<file path="config.mk">
export PLATFORM = sky130hd
export DESIGN_NAME = ptw_walker
export DESIGN_NICKNAME = d
export VERILOG_FILES = /design/src/rtl/ptw_walker.sv
export SDC_FILE = /design/constraint.sdc
export NUM_CORES = 1
export LEC_CHECK = 0
export ABC_AREA = 1
export BUFFER_PORTS_ARGS = -buffer_cell sky130_fd_sc_hd__buf_2
export CORE_ASPECT_RATIO = 0.7
export CORE_MARGIN = 8
export CORE_UTILIZATION = 52
export CTS_BUF_LIST = sky130_fd_sc_hd__clkbuf_8
export CTS_CLUSTER_DIAMETER = 40
export DETAILED_ROUTE_END_ITERATION = 7
export PLACE_DENSITY_LB_ADDON = 0.2
export SLEW_MARGIN = 10
export SYNTH_ARGS = -nofsm -noshare
export SYNTH_HDL_FRONTEND = slang
export SYNTH_SLANG_ARGS = --single-unit
</file>
<file path="constraint.sdc">
create_clock -name clk -period 4.1 [get_ports clk]
set_input_delay 0.41 -clock clk [delete_from_list [all_inputs] [get_ports clk]]
set_output_delay 0.41 -clock clk [all_outputs]
set_load 0.03 [all_outputs]
</file>
<file path="src/rtl/ptw_walker.sv">
module ptw_walker #(
  parameter logic [3:0] FLT_L1  = 4'b0001,
  parameter logic [3:0] FLT_L2  = 4'b0010,
  parameter logic [3:0] FLT_OFF = 4'b0100
) (
  input  logic        clk,
  input  logic        rst_n,
  input  logic        walk_en,
  input  logic [31:0] tbl_base,
  input  logic        req_valid,
  output logic        req_ready,
  input  logic [31:0] req_addr,
  output logic        rsp_valid,
  output logic        rsp_fault,
  output logic [3:0]  rsp_status,
  output logic [31:0] rsp_va,
  output logic [31:0] rsp_pa,
  output logic [1:0]  rsp_size,
  output logic        mem_req_valid,
  input  logic        mem_req_ready,
  output logic [31:0] mem_req_addr,
  input  logic        mem_rsp_valid,
  input  logic [31:0] mem_rsp_data
);

  typedef enum logic [2:0] {S_IDLE, S_L1_REQ, S_L1_WAIT, S_L2_REQ, S_L2_WAIT, S_DONE} st_t;

  st_t         st;
  logic [31:0] va_q;
  logic [21:0] l2_base_q;
  logic [31:0] d;

  assign d             = mem_rsp_data;
  assign req_ready     = (st == S_IDLE);
  assign rsp_valid     = (st == S_DONE);
  assign rsp_fault     = |rsp_status;
  assign rsp_va        = va_q;
  assign mem_req_valid = (st == S_L1_REQ) || (st == S_L2_REQ);
  assign mem_req_addr  = (st == S_L2_REQ) ? {l2_base_q, va_q[19:12], 2'b00}
                                          : {tbl_base[31:14], va_q[31:20], 2'b00};

  always_ff @(posedge clk) begin
    if (!rst_n) begin
      st         <= S_IDLE;
      va_q       <= '0;
      l2_base_q  <= '0;
      rsp_pa     <= '0;
      rsp_size   <= '0;
      rsp_status <= '0;
    end else begin
      case (st)
        S_IDLE: if (req_valid) begin
          va_q     <= req_addr;
          rsp_pa   <= '0;
          rsp_size <= '0;
          if (walk_en) begin
            rsp_status <= '0;
            st         <= S_L1_REQ;
          end else begin
            rsp_status <= FLT_OFF;
            st         <= S_DONE;
          end
        end
        S_L1_REQ: if (mem_req_ready) st <= S_L1_WAIT;
        S_L1_WAIT: if (mem_rsp_valid) begin
          case (d[1:0])
            2'b01: begin
              l2_base_q <= d[31:10];
              st        <= S_L2_REQ;
            end
            2'b10: begin
              if (d[18]) begin
                rsp_pa   <= {d[31:24], va_q[23:0]};
                rsp_size <= 2'd3;
              end else begin
                rsp_pa   <= {d[31:20], va_q[19:0]};
                rsp_size <= 2'd2;
              end
              st <= S_DONE;
            end
            default: begin
              rsp_status <= FLT_L1;
              st         <= S_DONE;
            end
          endcase
        end
        S_L2_REQ: if (mem_req_ready) st <= S_L2_WAIT;
        S_L2_WAIT: if (mem_rsp_valid) begin
          if (d[1]) begin
            rsp_pa   <= {d[31:12], va_q[11:0]};
            rsp_size <= 2'd0;
          end else if (d[0]) begin
            rsp_pa   <= {d[31:16], va_q[15:0]};
            rsp_size <= 2'd1;
          end else begin
            rsp_status <= FLT_L2;
          end
          st <= S_DONE;
        end
        default: st <= S_IDLE;
      endcase
    end
  end

  a_r12_hold_read: assert property (@(posedge clk) disable iff (!rst_n)
    (mem_req_valid && !mem_req_ready) |=> (mem_req_valid && $stable(mem_req_addr)));

  a_r10_off_faults: assert property (@(posedge clk) disable iff (!rst_n)
    (req_valid && req_ready && !walk_en) |=> (rsp_valid && rsp_fault && !mem_req_valid));

  a_r11_fault_clean: assert property (@(posedge clk) disable iff (!rst_n)
    (rsp_valid && rsp_fault) |-> (rsp_pa == 32'd0 && rsp_size == 2'd0));

  a_r11_single_pulse: assert property (@(posedge clk) disable iff (!rst_n)
    rsp_valid |=> (req_ready && !rsp_valid));

endmodule

</file>
==> flow_summary.ini, run 1 <==
[place]
dp_hpwl_mm = 10.4
place_inst = 926
gp_congestion = 0.881
io_buffers = 182

[global_routing]
grt_max_degree = 61
grt_pass1_wl_mm = 22.3
grt_antenna_before_repair = 0
track_usage_pct = 23.0
grt_overflow_total = 0
grt_pass1_vias = 4626

[drt]
first_pass_iters = 5
finalWirelength_mm = 13.8
wl_per_cell_um = 14.6
drc = 0
ant_nets = 0
via_per_inst = 5.11
drt-initial-drc-count = 435
num_vias = 4816

[setup_path]
path_max_fanout = 60
critPathLaunchType = flip-flop
required_ns = 3.69
cp-end-kind = primary output
cp.arrival_ns = 2.38
critPathKind = flip-flop to primary output
r2r_cells = 8

[pwr]
leakagePower_nw = 2.78
comb_power_share_pct = 54.0
seq_power_share_pct = 31.9
netSwitchingFraction_pct = 50.3
clockPowerShare_pct = 14.1
p_int_mw = 2.04
net-switching-power_mw = 2.07
vdd_drop_max_mv = 0.356
power_density_nw_per_um2 = 745

[layout]
layout-drive-gt1-share_pct = 25.9
finalNetCount = 937
n_antenna_cell = 0
final_common_cell = buf_2
stdcell_count = 942
syn2layout_area_growth_pct = 23.1
final_cell_mix = buf_2 (182), nand2_1 (171), dfxtp_1 (94)

[clocking]
cts.repair.resized = 0
hold_buffers = 0
clk_pin_slew_ns = 0.10
clk_path_buf_depth = 2
htree_levels = 3
cts_sinks = 94
clock-root-buffer = clkbuf_8
cts_tree = built
postCtsSetupBuffers = 0
cts_buffers = 9
insertion_delay_ns = 0.38

[timing]
worstMarginPinSlew_ns = 0.922
maxClockFrequency_mhz = 358
period_needed_ns = 2.79
hold_viol = 0
fin_tns_setup_ns = 0
skew_ns = 0.0151
setup_viol = 0
maxSlewViolCount = 0
whs_ns = 0.289
maxSlewHeadroom_pct = 38.3
grt_setup_unrepaired = false
timing.final.crit_share_pct = 68.1

[floorplan]
initial_core_util_pct = 53.2
placeableCoreArea_um2 = 8410
pin_count = 208
design.die.area_um2 = 11900
rows = 28
die_w_um = 127
die_h_um = 93.6

[yosys]
synth_cell_types = 22
postSynthCellCount = 681
ys_seq_area_share_pct = 42.1
netlist_area_um2 = 4470
syn-mean-instance-area_um2 = 6.57
yosys_warnings = 0
ys_ff_latch = 94

[status]
status = finished, final reports clean

[flow_run]
maxCapViolations = 0

[worst_hold_path]
whs_path_depth = 3
min_path_type = input port to flip-flop
## per-layer routing
metal  track usage (%)  vias up  wire, um
met4              6.71        0       171
li1                  -     2449         -
met2              39.1      201      6410
met5                 0        -         0
met1              26.1     2152      5730
met3              9.55       14      1480
## cell families after synthesis
kind of cell | Yosys count | synth area share [%]
simple gates | 293 | 26.6
buf+inv | 127 | 12.1
flops | 94 | 42.1
other cells | 1 | 0.0838
compound gates | 163 | 18.3
fa+ha+maj | 3 | 0.839
## path summary, 6_finish.rpt
path / start / end / slack [ns]
hold reg to reg: l2_base_q[5]$_SDFFE_PN0P_ / l2_base_q[5]$_SDFFE_PN0P_ / 0.46
hold / removal: req_addr[20] / rsp_va[20]$_SDFFE_PN0P_ / 0.29
setup / recovery: st[0]$_SDFFE_PN0P_ / mem_req_addr[30] / 1.31
setup reg to reg: st[2]$_SDFFE_PN0P_ / rsp_pa[25]$_SDFFE_PN0P_ / 1.91
## synthesized netlist by cell type
library cell	n	area share (%)
nor2_4	1	0.25
o21ai_2	1	0.20
buf_4	3	0.50
nand2_1	172	14
conb_1	1	0.084
nand3_1	54	6.0
buf_1	1	0.084
o21ai_1	10	1.1
nand2_2	2	0.28
buf_2	16	1.8
dfxtp_1	94	42
o21ai_0	66	7.4
a21oi_1	86	9.6
inv_2	4	0.34
ha_1	3	0.84
nand3_2	1	0.22
nor2_2	2	0.28
buf_6	4	1.0
inv_1	72	6.0
inv_4	1	0.14
clkbuf_1	26	2.2
nor2_1	61	5.1
## layout make-up
cell class | count | area [um2]
Timing Repair Buffer | 188 | 956
Sequential cell | 94 | 1880
Inverter | 77 | 292
Fill cell | 796 | 2900
Multi-Input combinational cell | 462 | 2060
Tap cell | 105 | 131
Clock inverter | 5 | 33.8
Clock buffer | 11 | 151
## metrics by stage
step	total power [mW]	area, um2	utilization [%]	setup WS [ns]
final	4.10	5510	65.5	1.31
after global routing	4.43	5510	65.5	1.01
after CTS	4.14	5510	65.5	1.27
after detailed placement	3.56	5320	63.3	1.71
after global placement	3.51	5320	63.3	1.76
after floorplan	3.03	4480	-	1.57
## state kept, by name (all words and copies together), names as in the netlist
name / flops
rsp_pa: 32
rsp_va: 32
l2_base_q: 22
rsp_status: 3
st: 3
rsp_size: 2
## worst max-delay path: stages, from the launching register on
cell,delay [ns]
dfxtp_1,0.45
inv_2,0.10
nor2_1,0.22
nand2_2,0.57
o21ai_0,0.41
buf_2,0.25
## power by group through the flow
stage	Combinational [mW]	Clock (mW)	Sequential (mW)
floorplan	1.32	0	1.70
global placement	2.19	0	1.32
detailed placement	2.23	0	1.33
CTS	2.23	0.594	1.31
global route	2.46	0.628	1.34
finish	2.22	0.578	1.31
(Power assumes the default switching activity.)
==> inputs of run 2 (changes only) <==
- CORE_UTILIZATION: 52 -> 44
- clock period: 4.1 -> 2.4 ns (I/O delays scaled with it)
==> run 2 against run 1 <==
Against the previous run:
- flip-flop and latch count unchanged
- non-clock buffer count rose by 7
- total power is 80% higher
- via count grew 1.6%
- setup slack worse by 1.2 ns
- worst hold slack worse by 0.15 ns
- wire length up 5.4%
==> flow_summary.ini, run 2 (synthesis gave the netlist of run 1 again) <==
[timing]
maxClockFrequency_mhz = 444
fin_tns_setup_ns = 0
period_needed_ns = 2.25
worstMarginPinSlew_ns = 0.821
hold_viol = 0
maxSlewViolCount = 0
grt_setup_unrepaired = false
timing.final.crit_share_pct = 93.9
skew_ns = 0.00917
maxSlewHeadroom_pct = 45.2
setup_viol = 0

[floorplan]
pin_count = 208
die_w_um = 137
die_h_um = 100
rows = 30
placeableCoreArea_um2 = 9800
initial_core_util_pct = 45.7
design.die.area_um2 = 13700

[layout]
layout-drive-gt1-share_pct = 26.7
fin_area_um2 = 5680
syn2layout_area_growth_pct = 27.0
finalNetCount = 944
final_cell_mix = buf_2 (182), nand2_1 (171), dfxtp_1 (94)
fillers = 987
final_common_cell = buf_2
n_antenna_cell = 0

[setup_path]
cp-end-kind = primary output
r2r_cells = 8
cp.arrival_ns = 2.01
critPathKind = flip-flop to primary output
path_max_fanout = 40
critPathLaunchType = flip-flop
required_ns = 2.16

[drt]
ant_nets = 0
first_pass_iters = 5
via_per_inst = 5.03
drc = 0
num_vias = 4893
finalWirelength_mm = 14.5
drt-initial-drc-count = 315
wl_per_cell_um = 14.9

[pwr]
netSwitchingFraction_pct = 48.1
power_density_nw_per_um2 = 1300
leakagePower_nw = 2.87
net-switching-power_mw = 3.56
comb_power_share_pct = 52.3
seq_power_share_pct = 30.4
p_int_mw = 3.84
clockPowerShare_pct = 17.2
vdd_drop_max_mv = 0.660

[global_routing]
grt_overflow_total = 0
grt_antenna_before_repair = 1
grt_pass1_wl_mm = 23.4
track_usage_pct = 21.1
grt_max_degree = 42
grt_pass1_vias = 4870

[place]
dpl_cell_area_um2 = 5430
dp_hpwl_mm = 11.2
io_buffers = 182
gp_congestion = 0.891

[worst_hold_path]
whs_path_depth = 3
min_path_type = input port to flip-flop

[clocking]
cts_sinks = 94
cts_tree = built
htree_levels = 3
clk_pin_slew_ns = 0.09
cts_buffers = 9
clock-root-buffer = clkbuf_8
insertion_delay_ns = 0.37
clk_path_buf_depth = 2

[status]
status = finished, final reports clean

[flow_run]
maxCapViolations = 0
## run 2: layer usage
layer,track usage [%],wire length (um),vias up
met3,7.34,1500,31
met1,24.4,6000,2206
met4,6.90,317,2
li1,-,-,2461
met5,0,9,-
met2,35.7,6710,193
## run 2: worst paths after layout
check / from / to / slack (ns)
setup reg to reg: st[2]$_SDFFE_PN0P_ / rsp_pa[7]$_SDFFE_PN0P_ / 0.52
setup / recovery: st[0]$_SDFFE_PN0P_ / mem_req_addr[11] / 0.15
hold / removal: req_addr[24] / rsp_va[24]$_SDFFE_PN0P_ / 0.14
hold reg to reg: l2_base_q[17]$_SDFFE_PN0P_ / l2_base_q[17]$_SDFFE_PN0P_ / 0.45
## run 2: cell type report
class / instances / area, um2 / share of cell area [%]
sequential: 94 / 1880 / 33.1
multi-input combinational: 462 / 2070 / 36.4
clock buffer: 10 / 138 / 2.42
inverter: 77 / 292 / 5.13
tap: 128 / 160 / 2.82
clock inverter: 6 / 109 / 1.92
timing repair buffer: 195 / 1030 / 18.2
## run 2: per-stage QoR
step / std cells / util [%] / hold WS [ns] / setup WS, ns / power [mW]
after detailed placement: 956 / 55.4 / 0.444 / 0.455 / 6.16
final: 972 / 58.0 / 0.135 / 0.147 / 7.40
after global routing: 972 / 58.0 / 0.122 / 0.0423 / 7.99
after CTS: 972 / 58.0 / 0.117 / 0.0121 / 7.44
after floorplan: 683 / - / 0.407 / 0.0368 / 5.17
after global placement: 956 / 55.4 / 0.435 / 0.507 / 6.08
## run 2: power groups by stage
stage | Sequential [mW] | Combinational [mW] | Clock [mW]
finish | 2.25 | 3.87 | 1.27
global route | 2.30 | 4.32 | 1.37
CTS | 2.25 | 3.89 | 1.29
detailed placement | 2.28 | 3.89 | 0
global placement | 2.26 | 3.82 | 0
floorplan | 2.91 | 2.26 | 0
## run 2: what timing repair did
action | 4_1_cts | 5_1_grt
setup endpoints to repair | 1 | 20
cloned | 0 | 0
gates resized for setup | 1 | 1
setup buffers | 0 | 0
hold buffers | 0 | 0
## run 2: critical path: stages (launching register included)
cell	delay [ns]
dfxtp_1	0.45
inv_2	0.11
nor2_2	0.22
nand2_4	0.19
buf_12	0.22
o21ai_0	0.21
buf_2	0.25
